$ cat config.mk
export PLATFORM = sky130hd
export DESIGN_NAME = aud_ctl_i2c_slave
export DESIGN_NICKNAME = d
export VERILOG_FILES = /design/src/rtl/aud_ctl_pkg.sv /design/src/rtl/aud_line_sync.sv /design/src/rtl/aud_byte_rx.sv /design/src/rtl/aud_ctl_regs.sv /design/src/rtl/aud_ctl_i2c_slave.sv
export SDC_FILE = /design/constraint.sdc
export NUM_CORES = 1
export LEC_CHECK = 0
export ABC_AREA = 1
export CAP_MARGIN = 20
export CORE_ASPECT_RATIO = 0.6
export CORE_UTILIZATION = 63
export CTS_BUF_LIST = sky130_fd_sc_hd__clkbuf_4
export CTS_CLUSTER_SIZE = 40
export DETAILED_ROUTE_END_ITERATION = 10
export MAX_ROUTING_LAYER = met4
export PLACE_DENSITY = 0.84
export SYNTH_ARGS = -nofsm -noshare
export SYNTH_HDL_FRONTEND = slang
export SYNTH_HIERARCHICAL = 1
export SYNTH_SLANG_ARGS = --single-unit
$ cat constraint.sdc
create_clock -name clk -period 3 [get_ports clk]
set_input_delay 0.3 -clock clk [delete_from_list [all_inputs] [get_ports clk]]
set_output_delay 0.3 -clock clk [all_outputs]
set_load 0.05 [all_outputs]
$ cat src/rtl/aud_ctl_pkg.sv
package aud_ctl_pkg;

   localparam int unsigned REG_COUNT = 5;
   localparam int unsigned BYTE_W    = 8;
   localparam int unsigned BIT_CNT_W = $clog2(BYTE_W);

   typedef enum logic [2:0] {
      SEL_VOL_L  = 3'd0,
      SEL_VOL_R  = 3'd1,
      SEL_BASS   = 3'd2,
      SEL_TREBLE = 3'd3,
      SEL_SWITCH = 3'd4
   } reg_sel_e;

   typedef enum logic [1:0] {
      PH_ADDR,
      PH_SUB,
      PH_DATA
   } phase_e;

   typedef enum logic [2:0] {
      RX_IDLE,
      RX_SHIFT,
      RX_DECIDE,
      RX_ACK_WAIT,
      RX_ACK_DRIVE,
      RX_SKIP
   } rx_state_e;

   typedef struct packed {
      logic scl_rise;
      logic scl_fall;
      logic sda;
      logic start;
      logic stop;
   } line_ev_t;

endpackage

$ cat src/rtl/aud_line_sync.sv
module aud_line_sync
   import aud_ctl_pkg::*;
#(
   parameter int unsigned STAGES = 2
) (
   input  logic     clk,
   input  logic     rst_n,
   input  logic     scl_raw,
   input  logic     sda_raw,
   output line_ev_t ev
);

   logic [STAGES-1:0] scl_pipe;
   logic [STAGES-1:0] sda_pipe;
   logic              scl_prev;
   logic              sda_prev;
   logic              scl_now;
   logic              sda_now;

   assign scl_now = scl_pipe[STAGES-1];
   assign sda_now = sda_pipe[STAGES-1];

   // idle bus is high, so the pipeline resets high
   always_ff @(posedge clk or negedge rst_n) begin
      if (!rst_n) begin
         scl_pipe <= '1;
         sda_pipe <= '1;
         scl_prev <= 1'b1;
         sda_prev <= 1'b1;
      end else begin
         scl_pipe <= {scl_pipe[STAGES-2:0], scl_raw};
         sda_pipe <= {sda_pipe[STAGES-2:0], sda_raw};
         scl_prev <= scl_now;
         sda_prev <= sda_now;
      end
   end

   always_comb begin
      ev.scl_rise = scl_now & ~scl_prev;
      ev.scl_fall = ~scl_now & scl_prev;
      ev.sda      = sda_now;
      ev.start    = scl_now & scl_prev & sda_prev & ~sda_now;
      ev.stop     = scl_now & scl_prev & ~sda_prev & sda_now;
   end

endmodule

$ cat src/rtl/aud_byte_rx.sv
module aud_byte_rx
   import aud_ctl_pkg::*;
#(
   parameter logic [6:0] DEV_ADDR = 7'h44
) (
   input  logic              clk,
   input  logic              rst_n,
   input  line_ev_t          ev,
   output logic              busy,
   output logic              sda_oe,
   output logic              wr_en,
   output logic [BYTE_W-1:0] wr_sel,
   output logic [BYTE_W-1:0] wr_data
);

   localparam logic [BYTE_W-1:0]    LAST_SEL = BYTE_W'(REG_COUNT - 1);
   localparam logic [BIT_CNT_W-1:0] LAST_BIT = BIT_CNT_W'(BYTE_W - 1);

   rx_state_e            state_q;
   phase_e               phase_q;
   logic [BIT_CNT_W-1:0] bit_cnt_q;
   logic [BYTE_W-1:0]    shift_q;
   logic [BYTE_W-1:0]    sub_q;
   logic                 ack_q;
   logic                 oe_q;
   logic                 busy_q;
   logic                 addr_hit;

   assign addr_hit = (shift_q[BYTE_W-1:1] == DEV_ADDR) && !shift_q[0];

   always_ff @(posedge clk or negedge rst_n) begin
      if (!rst_n) begin
         state_q   <= RX_IDLE;
         phase_q   <= PH_ADDR;
         bit_cnt_q <= '0;
         shift_q   <= '0;
         sub_q     <= '0;
         ack_q     <= 1'b0;
         oe_q      <= 1'b0;
         busy_q    <= 1'b0;
      end else if (ev.start) begin
         state_q   <= RX_SHIFT;
         phase_q   <= PH_ADDR;
         bit_cnt_q <= '0;
         oe_q      <= 1'b0;
         busy_q    <= 1'b1;
      end else if (ev.stop) begin
         state_q <= RX_IDLE;
         oe_q    <= 1'b0;
         busy_q  <= 1'b0;
      end else begin
         unique case (state_q)
            RX_SHIFT: begin
               if (ev.scl_rise) begin
                  shift_q   <= {shift_q[BYTE_W-2:0], ev.sda};
                  bit_cnt_q <= bit_cnt_q + 1'b1;
                  if (bit_cnt_q == LAST_BIT) begin
                     state_q <= RX_DECIDE;
                  end
               end
            end
            RX_DECIDE: begin
               state_q <= RX_ACK_WAIT;
               unique case (phase_q)
                  PH_ADDR: begin
                     ack_q <= addr_hit;
                     if (addr_hit) begin
                        phase_q <= PH_SUB;
                     end
                  end
                  PH_SUB: begin
                     ack_q   <= 1'b1;
                     sub_q   <= shift_q;
                     phase_q <= PH_DATA;
                  end
                  default: begin
                     ack_q <= 1'b1;
                     if (sub_q < LAST_SEL) begin
                        sub_q <= sub_q + 1'b1;
                     end
                  end
               endcase
            end
            RX_ACK_WAIT: begin
               if (ev.scl_fall) begin
                  if (ack_q) begin
                     oe_q    <= 1'b1;
                     state_q <= RX_ACK_DRIVE;
                  end else begin
                     state_q <= RX_SKIP;
                  end
               end
            end
            RX_ACK_DRIVE: begin
               if (ev.scl_fall) begin
                  oe_q    <= 1'b0;
                  state_q <= RX_SHIFT;
               end
            end
            default: begin
            end
         endcase
      end
   end

   assign wr_en   = (state_q == RX_DECIDE) && (phase_q == PH_DATA);
   assign wr_sel  = sub_q;
   assign wr_data = shift_q;
   assign sda_oe  = oe_q;
   assign busy    = busy_q;

endmodule

$ cat src/rtl/aud_ctl_regs.sv
module aud_ctl_regs
   import aud_ctl_pkg::*;
#(
   parameter int unsigned VOL_W      = 6,
   parameter int unsigned TONE_W     = 4,
   parameter int unsigned SW_W       = 6,
   parameter int unsigned VOL_MIN    = 27,
   parameter int unsigned VOL_RESET  = 60,
   parameter int unsigned TONE_MIN   = 2,
   parameter int unsigned TONE_FLAT  = 6,
   parameter int unsigned BASS_MAX   = 11,
   parameter int unsigned TREBLE_MAX = 10
) (
   input  logic              clk,
   input  logic              rst_n,
   input  logic              wr_en,
   input  logic [BYTE_W-1:0] wr_sel,
   input  logic [BYTE_W-1:0] wr_data,
   output logic [VOL_W-1:0]  vol_l,
   output logic [VOL_W-1:0]  vol_r,
   output logic [TONE_W-1:0] bass,
   output logic [TONE_W-1:0] treble,
   output logic [SW_W-1:0]   sw
);

   function automatic int unsigned fld_width(input int unsigned idx);
      case (idx)
         0, 1:    return VOL_W;
         2, 3:    return TONE_W;
         default: return SW_W;
      endcase
   endfunction

   function automatic int unsigned fld_lo(input int unsigned idx);
      case (idx)
         0, 1:    return VOL_MIN;
         2, 3:    return TONE_MIN;
         default: return 0;
      endcase
   endfunction

   function automatic int unsigned fld_hi(input int unsigned idx);
      case (idx)
         0, 1:    return (1 << VOL_W) - 1;
         2:       return BASS_MAX;
         3:       return TREBLE_MAX;
         default: return (1 << SW_W) - 1;
      endcase
   endfunction

   function automatic int unsigned fld_reset(input int unsigned idx);
      case (idx)
         0, 1:    return VOL_RESET;
         2, 3:    return TONE_FLAT;
         default: return 1 << (SW_W - 1);
      endcase
   endfunction

   logic unused_wr_bits;
   assign unused_wr_bits = ^wr_data;

   for (genvar g = 0; g < REG_COUNT; g++) begin : g_reg
      localparam int unsigned W     = fld_width(g);
      localparam int unsigned LO    = fld_lo(g);
      localparam int unsigned HI    = fld_hi(g);
      localparam int unsigned MAXV  = (1 << W) - 1;
      localparam logic [W-1:0] RSTV = W'(fld_reset(g));

      logic [W-1:0] q;
      logic [W-1:0] field;
      logic         lo_ok;
      logic         hi_ok;
      logic         hit;

      assign field = wr_data[W-1:0];

      // bounds only exist where the legal range is narrower than the field
      if (LO > 0) begin : g_lo
         assign lo_ok = 32'(field) >= LO;
      end else begin : g_lo_any
         assign lo_ok = 1'b1;
      end

      if (HI < MAXV) begin : g_hi
         assign hi_ok = 32'(field) <= HI;
      end else begin : g_hi_any
         assign hi_ok = 1'b1;
      end

      assign hit = wr_en && (wr_sel == BYTE_W'(g)) && lo_ok && hi_ok;

      always_ff @(posedge clk or negedge rst_n) begin
         if (!rst_n) begin
            q <= RSTV;
         end else if (hit) begin
            q <= field;
         end
      end

      case (g)
         0:       begin : g_out_vl assign vol_l  = q; end
         1:       begin : g_out_vr assign vol_r  = q; end
         2:       begin : g_out_bs assign bass   = q; end
         3:       begin : g_out_tr assign treble = q; end
         default: begin : g_out_sw assign sw     = q; end
      endcase
   end

endmodule

$ cat src/rtl/aud_ctl_i2c_slave.sv
module aud_ctl_i2c_slave
   import aud_ctl_pkg::*;
#(
   parameter logic [6:0]  DEV_ADDR    = 7'h44,
   parameter int unsigned SYNC_STAGES = 2,
   parameter int unsigned VOL_W       = 6,
   parameter int unsigned TONE_W      = 4,
   parameter int unsigned SW_W        = 6,
   parameter int unsigned VOL_MIN     = 27,
   parameter int unsigned VOL_RESET   = 60,
   parameter int unsigned TONE_MIN    = 2,
   parameter int unsigned TONE_FLAT   = 6,
   parameter int unsigned BASS_MAX    = 11,
   parameter int unsigned TREBLE_MAX  = 10
) (
   input  logic              clk,
   input  logic              rst_n,
   input  logic              scl_i,
   input  logic              sda_i,
   output logic              sda_oe,
   output logic [VOL_W-1:0]  vol_left,
   output logic [VOL_W-1:0]  vol_right,
   output logic [TONE_W-1:0] bass_code,
   output logic [TONE_W-1:0] treble_code,
   output logic [SW_W-2:0]   sw_cfg,
   output logic              mute
);

   if (SYNC_STAGES < 2) begin : g_bad_sync
      $error("aud_ctl_i2c_slave: SYNC_STAGES below 2");
   end
   if (VOL_W < 1 || VOL_W > BYTE_W) begin : g_bad_vol_w
      $error("aud_ctl_i2c_slave: VOL_W out of range");
   end
   if (TONE_W < 1 || TONE_W > BYTE_W) begin : g_bad_tone_w
      $error("aud_ctl_i2c_slave: TONE_W out of range");
   end
   if (SW_W < 2 || SW_W > BYTE_W) begin : g_bad_sw_w
      $error("aud_ctl_i2c_slave: SW_W out of range");
   end
   if (VOL_MIN > VOL_RESET || VOL_RESET >= (1 << VOL_W)) begin : g_bad_vol
      $error("aud_ctl_i2c_slave: volume limits inconsistent");
   end
   if (TONE_FLAT < TONE_MIN || TONE_FLAT > TREBLE_MAX || TONE_FLAT > BASS_MAX
       || BASS_MAX >= (1 << TONE_W) || TREBLE_MAX >= (1 << TONE_W)) begin : g_bad_tone
      $error("aud_ctl_i2c_slave: tone limits inconsistent");
   end

   line_ev_t          line_ev;
   logic              bus_busy;
   logic              wr_en;
   logic [BYTE_W-1:0] wr_sel;
   logic [BYTE_W-1:0] wr_data;
   logic [SW_W-1:0]   sw_word;

   aud_line_sync #(
      .STAGES (SYNC_STAGES)
   ) u_sync (
      .clk     (clk),
      .rst_n   (rst_n),
      .scl_raw (scl_i),
      .sda_raw (sda_i),
      .ev      (line_ev)
   );

   aud_byte_rx #(
      .DEV_ADDR (DEV_ADDR)
   ) u_rx (
      .clk     (clk),
      .rst_n   (rst_n),
      .ev      (line_ev),
      .busy    (bus_busy),
      .sda_oe  (sda_oe),
      .wr_en   (wr_en),
      .wr_sel  (wr_sel),
      .wr_data (wr_data)
   );

   aud_ctl_regs #(
      .VOL_W      (VOL_W),
      .TONE_W     (TONE_W),
      .SW_W       (SW_W),
      .VOL_MIN    (VOL_MIN),
      .VOL_RESET  (VOL_RESET),
      .TONE_MIN   (TONE_MIN),
      .TONE_FLAT  (TONE_FLAT),
      .BASS_MAX   (BASS_MAX),
      .TREBLE_MAX (TREBLE_MAX)
   ) u_regs (
      .clk     (clk),
      .rst_n   (rst_n),
      .wr_en   (wr_en),
      .wr_sel  (wr_sel),
      .wr_data (wr_data),
      .vol_l   (vol_left),
      .vol_r   (vol_right),
      .bass    (bass_code),
      .treble  (treble_code),
      .sw      (sw_word)
   );

   assign mute   = sw_word[SW_W-1];
   assign sw_cfg = sw_word[SW_W-2:0];

endmodule

==> metrics.md, run 1 <==
| Metric | Value |
|---|---|
| Floorplan die height | `55.1 um` |
| Total track usage | `0.322` |
| Maximum Capacitance Violations | `0` |
| Setup violators final | `0` |
| DRC viols | `0` |
| Power density normalized to cell area | `577 nW/um^2` |
| Number of antenna violations at the first check in global routing | `0` |
| Kind of critical path | `flop to flop` |
| Worst rel slew slack | `0.547` |
| Worst hold slack across all endpoints | `291 ps` |
| Number of cells upsized or downsized after cts | `0` |
| Result of the run | `finished clean` |
| Nature of the critical path endpoint | `flop` |
| Required time worst endpoint | `3300 ps` |
| Filler cell count in the final layout | `311` |
| Maximum number of pins on one net before global-route repair | `31` |
| Count of placed standard cells including taps | `472` |
| Final global-route overflow total | `0` |
| Fin. Hold Viols | `0` |
| Combined area of all synthesized cells | `2960 sq um` |
| Synthesis-to-finish area growth | `17.0%` |
| Placed inst area | `3310 sq um` |
| Startpoint type of the worst setup path | `flop` |
| Clock Sink Count | `58` |
| Fin. max-slew vios | `0` |
| Layout Cells excl Fill | `489` |
| Transition time at the pin with the least slew margin | `680 ps` |
| Sequential cell area | `1480 sq um` |
| Root buffer cell | `sky130_fd_sc_hd__clkbuf_4` |
| Nets in the synthesized netlist | `391` |
| Share of layout cells above drive strength 1 | `0.124` |
| Core utilization of the finished layout | `0.804` |
| Detailed-routing iteration count for the pre-antenna-repair pass | `5` |
| Post-route cell area | `3460 sq um` |
| Buffers from clock root to sink, at most | `2` |
| Count of boundary I/O pins | `31` |
| Number of placement rows | `18` |
| Fin Setup TNS | `0 ps` |
| Power consumption | `2.00 mW` |
| Number of antenna cells inserted | `0` |
| Hold WC Path Type | `input pin to flop` |
| P_leak | `1.70 nW` |
| Shortest period the worst path allows | `2090 ps` |
| Clock skew after layout | `12.3 ps` |
| Die Outline Area | `4980 sq um` |
| Die width | `90.4 um` |
| Starting utilization of the core area | `0.687` |
| Clock slew at reported path FFs | `100 ps` |
| Via density per instance | `5.47` |
| Total of warnings raised by yosys | `6` |
| DP Wirelength | `5.09 mm` |
| Via count of the routed design | `2675` |
| Violation count after the first detailed-route iteration | `304` |
| Worst Setup Slack, final | `915 ps` |
| Avg WL per Cell | `14.2 um` |
| Final period util | `0.695` |
| TritonCTS clock tree | `yes` |
| DRT Wirelength | `6.94 mm` |
| Post-Syn Instances | `384` |
| Nets | `431` |
| Max Fclk | `480 MHz` |
| Area of the multi-input gates | `1260 sq um` |
| Mapped Avg Cell Area | `7.70 sq um` |
| Worst vdd ir | `508 uV` |
| TritonCTS Buffers | `9` |
| Arrival time of the worst setup path | `2390 ps` |
| CP Max Fanout | `5` |
| H-tree depth | `3` |
| Worst-Skew Late Latency | `420 ps` |
| Setup slack after placement | `988 ps` |
| Unrepaired setup endpoints after global routing | `no` |
| Number of buffer cells added on primary ports | `30` |
| Number of global-route vias before repair | `2411` |
| Final weighted congestion of routability-driven global placement | `0.860` |
| Wire length of the first global-routing pass | `11.4 mm` |
| Floorplan core area | `4300 sq um` |
| Post-DRT Antenna Nets | `0` |
-- per-layer routing --
layer / wire, um / vias to the layer above / global-route usage
li1: - / 1303 / -
met1: 3210 / 1247 / 0.424
met2: 3040 / 119 / 0.480
met3: 643 / 6 / 0.0956
met4: 40 / 0 / 0.121
met5: 0 / - / -
-- critical path, cell delays in order, from the launching register on --
cell                      delay [ps]
sky130_fd_sc_hd__dfrtp_1         410
sky130_fd_sc_hd__inv_1           200
sky130_fd_sc_hd__nand3_4         130
sky130_fd_sc_hd__nor3_1          340
sky130_fd_sc_hd__nand2_1         190
sky130_fd_sc_hd__nor2_1          320
sky130_fd_sc_hd__nand3_1         210
sky130_fd_sc_hd__nand2_1         110
sky130_fd_sc_hd__nand2_1          60
-- registers in the layout (all words and copies together), names as in the netlist --
register and count:
u_sync/scl_prev 1, u_sync/sda_pipe 2, u_regs/sw 6, u_regs/vol_r 6, u_rx/state_q 3, u_regs/bass 4, u_rx/ack_q 1, u_sync/scl_pipe 2
u_regs/vol_l 6, u_rx/bit_cnt_q 3, u_rx/sda_oe 1, u_rx/wr_data 8, u_regs/treble 4, u_sync/sda_prev 1, u_rx/phase_q 2, u_rx/wr_sel 8
-- final cells by class --
class | instances | area share
tap | 60 | 0.0217
inverter | 51 | 0.0554
sequential | 58 | 0.427
timing repair buffer | 33 | 0.0926
clock buffer | 9 | 0.0195
clock inverter | 7 | 0.0199
multi-input combinational | 271 | 0.364
-- repair_timing --
item	4_1_cts	5_1_grt
hold buffers	1	0
endpoints found under the setup margin	0	0
buffers inserted	0	0
hold endpoints to repair	19	0
-- cells in the final DEF, fill, tap and decap left out, drive strengths merged --
master           n
clkinvlp         3
nor3             4
o21ai           28
nand2          145
clkinv           2
or2              1
nand4            8
nor2            33
a31oi            1
a21oi            3
dfrtp           39
xor2             1
clkdlybuf4s50   29
nand3           43
clkbuf           9
bufinv           1
dlygate4sd3      1
dfstp           19
inv             52
buf              3
nand3b           1
ha               3
-- path summary, 6_finish.rpt --
kind	slack, ps	depth (start not counted)	start	endpoint
max	910	8	u_rx/state_q[0]$_DFFE_PN0P_	u_regs/treble[3]$_DFFE_PN0P_
min	290	1	scl_i	u_sync/scl_pipe[0]$_DFF_PN1_
max reg2reg	910	8	u_rx/state_q[0]$_DFFE_PN0P_	u_regs/treble[3]$_DFFE_PN0P_
min reg2reg	360	0	u_sync/scl_pipe[0]$_DFF_PN1_	u_sync/scl_pipe[1]$_DFF_PN1_
max in group asynchronous	1800	3	rst_n	u_regs/vol_l[5]$_DFFE_PN1P_
min in group asynchronous	450	2	rst_n	u_rx/wr_sel[7]$_DFFE_PN0P_
-- report_power, final --
part / switching (mW) / internal [mW]
registers: 0.120 / 0.851
logic: 0.322 / 0.142
clock network: 0.311 / 0.250
total: 0.753 / 1.24
No activity file was read; power rests on OpenSTA's default activity.
==> inputs of run 2 (changes only) <==
CORE_UTILIZATION = 59   (was 63)
PLACE_DENSITY = 0.79   (was 0.84)
clock period = 2 ns   (was 3 ns; I/O delays follow)
==> run 2 against run 1 <==
  * Clock skew fell by 4.7 ps
  * Sequential power rose by 45%
  * Final cell count rose by 2.0%
  * Clock-buffer cell count did not move
  * Clock power rose by 76%
  * Sequential share of layout area fell by 1.5 points
  * Design area rose by 3.7%
  * Critical path type is now flop to primary output
  * Global-route usage fell by 2.3 points
  * Register-to-register slack got worse by 770 ps
==> metrics.md, run 2 (synthesized netlist as in run 1, its figures left out) <==
| Metric | Value |
|---|---|
| P_leak | `1.98 nW (was 1.70 nW)` |
| Worst rel slew slack | `0.514 (was 0.547)` |
| Detailed-routing iteration count for the pre-antenna-repair pass | `5 (unchanged)` |
| Result of the run | `finished clean (unchanged)` |
| Slowest cell delay on critical path | `800 ps (was 410 ps)` |
| TritonCTS clock tree | `yes (unchanged)` |
| Fin. max-slew vios | `0 (unchanged)` |
| Layout Cells excl Fill | `499 (was 489)` |
| Number of buffer cells added on primary ports | `30 (unchanged)` |
| Required time worst endpoint | `1800 ps (was 3300 ps)` |
| Setup violators final | `0 (unchanged)` |
| Hold WC Path Type | `input pin to flop (unchanged)` |
| Clock Sink Count | `58 (unchanged)` |
| Reported net switching power | `1.13 mW (was 0.753 mW)` |
| Sw Ratio | `0.357 (was 0.377)` |
| Floorplan core area | `4680 sq um (was 4300 sq um)` |
| Worst hold slack across all endpoints | `183 ps (was 291 ps)` |
| Nets | `438 (was 431)` |
| Worst-Skew Late Latency | `410 ps (was 420 ps)` |
| DRC viols | `0 (unchanged)` |
| Via count of the routed design | `2633 (was 2675)` |
| Most common cell after layout, fill and taps aside | `sky130_fd_sc_hd__nand2_1 (unchanged)` |
| Number of global-route vias before repair | `2416 (was 2411)` |
| Starting utilization of the core area | `0.631 (was 0.687)` |
| Nature of the critical path endpoint | `primary output (was flop)` |
| Post-DRT Antenna Nets | `0 (unchanged)` |
| Fin. Hold Viols | `0 (unchanged)` |
| Floorplan die height | `56.8 um (was 55.1 um)` |
| TritonCTS Buffers | `9 (unchanged)` |
| Maximum number of pins on one net before global-route repair | `59 (was 31)` |
| Avg WL per Cell | `13.5 um (was 14.2 um)` |
| Root buffer cell | `sky130_fd_sc_hd__clkbuf_4 (unchanged)` |
| Cell-internal power | `2.04 mW (was 1.24 mW)` |
| Maximum Capacitance Violations | `0 (unchanged)` |
| Count of placed standard cells including taps | `481 (was 472)` |
| Die width | `93.4 um (was 90.4 um)` |
| Final period util | `0.980` |
| Synthesis-to-finish area growth | `21.3% (was 17.0%)` |
| Total track usage | `0.299 (was 0.322)` |
| Shortest period the worst path allows | `1960 ps` |
| Combinational share of power | `0.244 (was 0.233)` |
| Filler cell count in the final layout | `372 (was 311)` |
| Final weighted congestion of routability-driven global placement | `0.875 (was 0.860)` |
| Violation count after the first detailed-route iteration | `206 (was 304)` |
| Buffers from clock root to sink, at most | `2 (unchanged)` |
| WP buf/inv | `1 (unchanged)` |
| Leading cell types in the layout, fill and taps excluded | `sky130_fd_sc_hd__nand2_1, sky130_fd_sc_hd__inv_1, sky130_fd_sc_hd__nand3_1, sky130_fd_sc_hd__dfrtp_1, sky130_fd_sc_hd__nor2_1 (was sky130_fd_sc_hd__nand2_1, sky130_fd_sc_hd__inv_1, sky130_fd_sc_hd__nand3_1)` |
| H-tree depth | `3 (unchanged)` |
| Critical-path cell with the highest stage delay | `sky130_fd_sc_hd__clkdlybuf4s50_1 (was sky130_fd_sc_hd__dfrtp_1)` |
| Die Outline Area | `5310 sq um (was 4980 sq um)` |
| Cell family with the largest share of critical-path delay | `buffers and inverters (was simple AND/OR/NAND/NOR gates)` |
| Fin Setup TNS | `0 ps (unchanged)` |
| Unrepaired setup endpoints after global routing | `no (unchanged)` |
| Power share of the sequential group | `0.445 (was 0.486)` |
| Share of layout cells above drive strength 1 | `0.147 (was 0.124)` |
| Power density normalized to cell area | `885 nW/um^2 (was 577 nW/um^2)` |
| Number of placement rows | `19 (was 18)` |
| CP Max Fanout | `2 (was 5)` |
| DP Wirelength | `4.74 mm (was 5.09 mm)` |
| Wire length of the first global-routing pass | `11.5 mm (was 11.4 mm)` |
| Core utilization of the finished layout | `0.766 (was 0.804)` |
| Count of boundary I/O pins | `31 (unchanged)` |
| Number of antenna cells inserted | `0 (unchanged)` |
| Clock skew after layout | `7.62 ps (was 12.3 ps)` |
| Max Fclk | `510 MHz` |
| Cells along the critical path | `clkdlybuf4s50_1 (was inv_1 > nand3_4 > nor3_1 > nand2_1 > nor2_1 > nand3_1 > nand2_1 > nand2_1)` |
| Via density per instance | `5.28 (was 5.47)` |
| Transition time at the pin with the least slew margin | `730 ps (was 680 ps)` |
| Kind of critical path | `flop to primary output (was flop to flop)` |
| Clock group share of total power | `0.311 (was 0.281)` |
| Clock slew at reported path FFs | `100 ps (about the same)` |
| Arrival time of the worst setup path | `1760 ps (was 2390 ps)` |
| Number of antenna violations at the first check in global routing | `0 (unchanged)` |
| Worst vdd ir | `644 uV (was 508 uV)` |
| Final global-route overflow total | `0 (unchanged)` |
| DRT Wirelength | `6.72 mm (was 6.94 mm)` |
| Startpoint type of the worst setup path | `flop (unchanged)` |
==> run 2: cell types whose count changed in the layout (fill, tap and decap cells not counted) <==
cell and delta:
sky130_fd_sc_hd__buf_4 +7, sky130_fd_sc_hd__bufinv_16 +1, sky130_fd_sc_hd__clkdlybuf4s50_1 -12, sky130_fd_sc_hd__clkinv_1 -2
sky130_fd_sc_hd__clkinv_4 +3, sky130_fd_sc_hd__clkinvlp_4 -2, sky130_fd_sc_hd__dlymetal6s2s_1 +12, sky130_fd_sc_hd__nand3_1 -1
sky130_fd_sc_hd__nand3_2 +1, sky130_fd_sc_hd__nor2_1 -1, sky130_fd_sc_hd__nor2_2 +1
==> run 2: path summary, 6_finish.rpt <==
path,start,endpoint,slack (ps),cells after the start
worst max-delay path,u_regs/vol_l[2]$_DFFE_PN1P_,vol_left[2],40,1
worst min-delay path,scl_i,u_sync/scl_pipe[0]$_DFF_PN1_,180,1
worst max register to register,u_rx/state_q[0]$_DFFE_PN0P_,u_regs/vol_r[3]$_DFFE_PN1P_,140,9
worst min register to register,u_sync/sda_pipe[0]$_DFF_PN1_,u_sync/sda_pipe[1]$_DFF_PN1_,360,0
max in group asynchronous,rst_n,u_regs/vol_r[1]$_DFFE_PN0P_,1060,3
min in group asynchronous,rst_n,u_rx/wr_sel[7]$_DFFE_PN0P_,450,3
==> run 2: layer usage <==
layer | global-route usage | routed length [um] | vias to the layer above | part of all wire
met4 | 0.0571 | 48 | 0 | 0.0071
met3 | 0.106 | 564 | 6 | 0.084
met2 | 0.397 | 2790 | 96 | 0.42
met5 | - | 0 | - | 0
met1 | 0.442 | 3320 | 1220 | 0.49
li1 | - | - | 1311 | -
==> run 2: timing repair <==
item | 4_1_cts | 5_1_grt
setup buffers | 0 | 1
hold endpoints to repair | 39 | 0
setup endpoints to repair | 0 | 27
resized for setup | 0 | 14
hold buffers | 1 | 0
==> run 2: through the flow <==
step | setup WS (ps) | cell area [sq um] | power (mW)
2_1_floorplan | 248 | 2960 | 1.93
3_3_place_gp | 199 | 3360 | 2.15
3_5_place_dp | 117 | 3360 | 2.19
4_1_cts | 7.31 | 3540 | 3.19
5_1_grt | 1.82 | 3590 | 3.39
6_report | 40.8 | 3590 | 3.17
==> run 2: power groups by stage <==
stage	clock (mW)	sequential (mW)	combinational [mW]
global route	1.08	1.43	0.885
CTS	1.01	1.41	0.767
finish	0.986	1.41	0.774
detailed placement	0	1.43	0.763
global placement	0	1.42	0.734
floorplan	0	1.45	0.480
==> run 2: worst register-to-register path, stage by stage (launching register included) <==
cell                      delay [ps]
sky130_fd_sc_hd__dfrtp_1         430
sky130_fd_sc_hd__inv_1           200
sky130_fd_sc_hd__nand3_4         130
sky130_fd_sc_hd__nor3_1          160
sky130_fd_sc_hd__buf_4           150
sky130_fd_sc_hd__nand2_1         110
sky130_fd_sc_hd__nor3_4          250
sky130_fd_sc_hd__buf_4           180
sky130_fd_sc_hd__nand3_1          90
sky130_fd_sc_hd__nand2_1         100
==> run 2: final cells by class <==
type | count | area, sq um | share of cell area
sequential | 58 | 1480 | 0.411
multi-input combinational | 271 | 1270 | 0.353
timing repair buffer | 40 | 403 | 0.112
inverter | 51 | 191 | 0.0534
clock inverter | 7 | 103 | 0.0286
tap | 63 | 78.8 | 0.0220
clock buffer | 9 | 67.6 | 0.0188
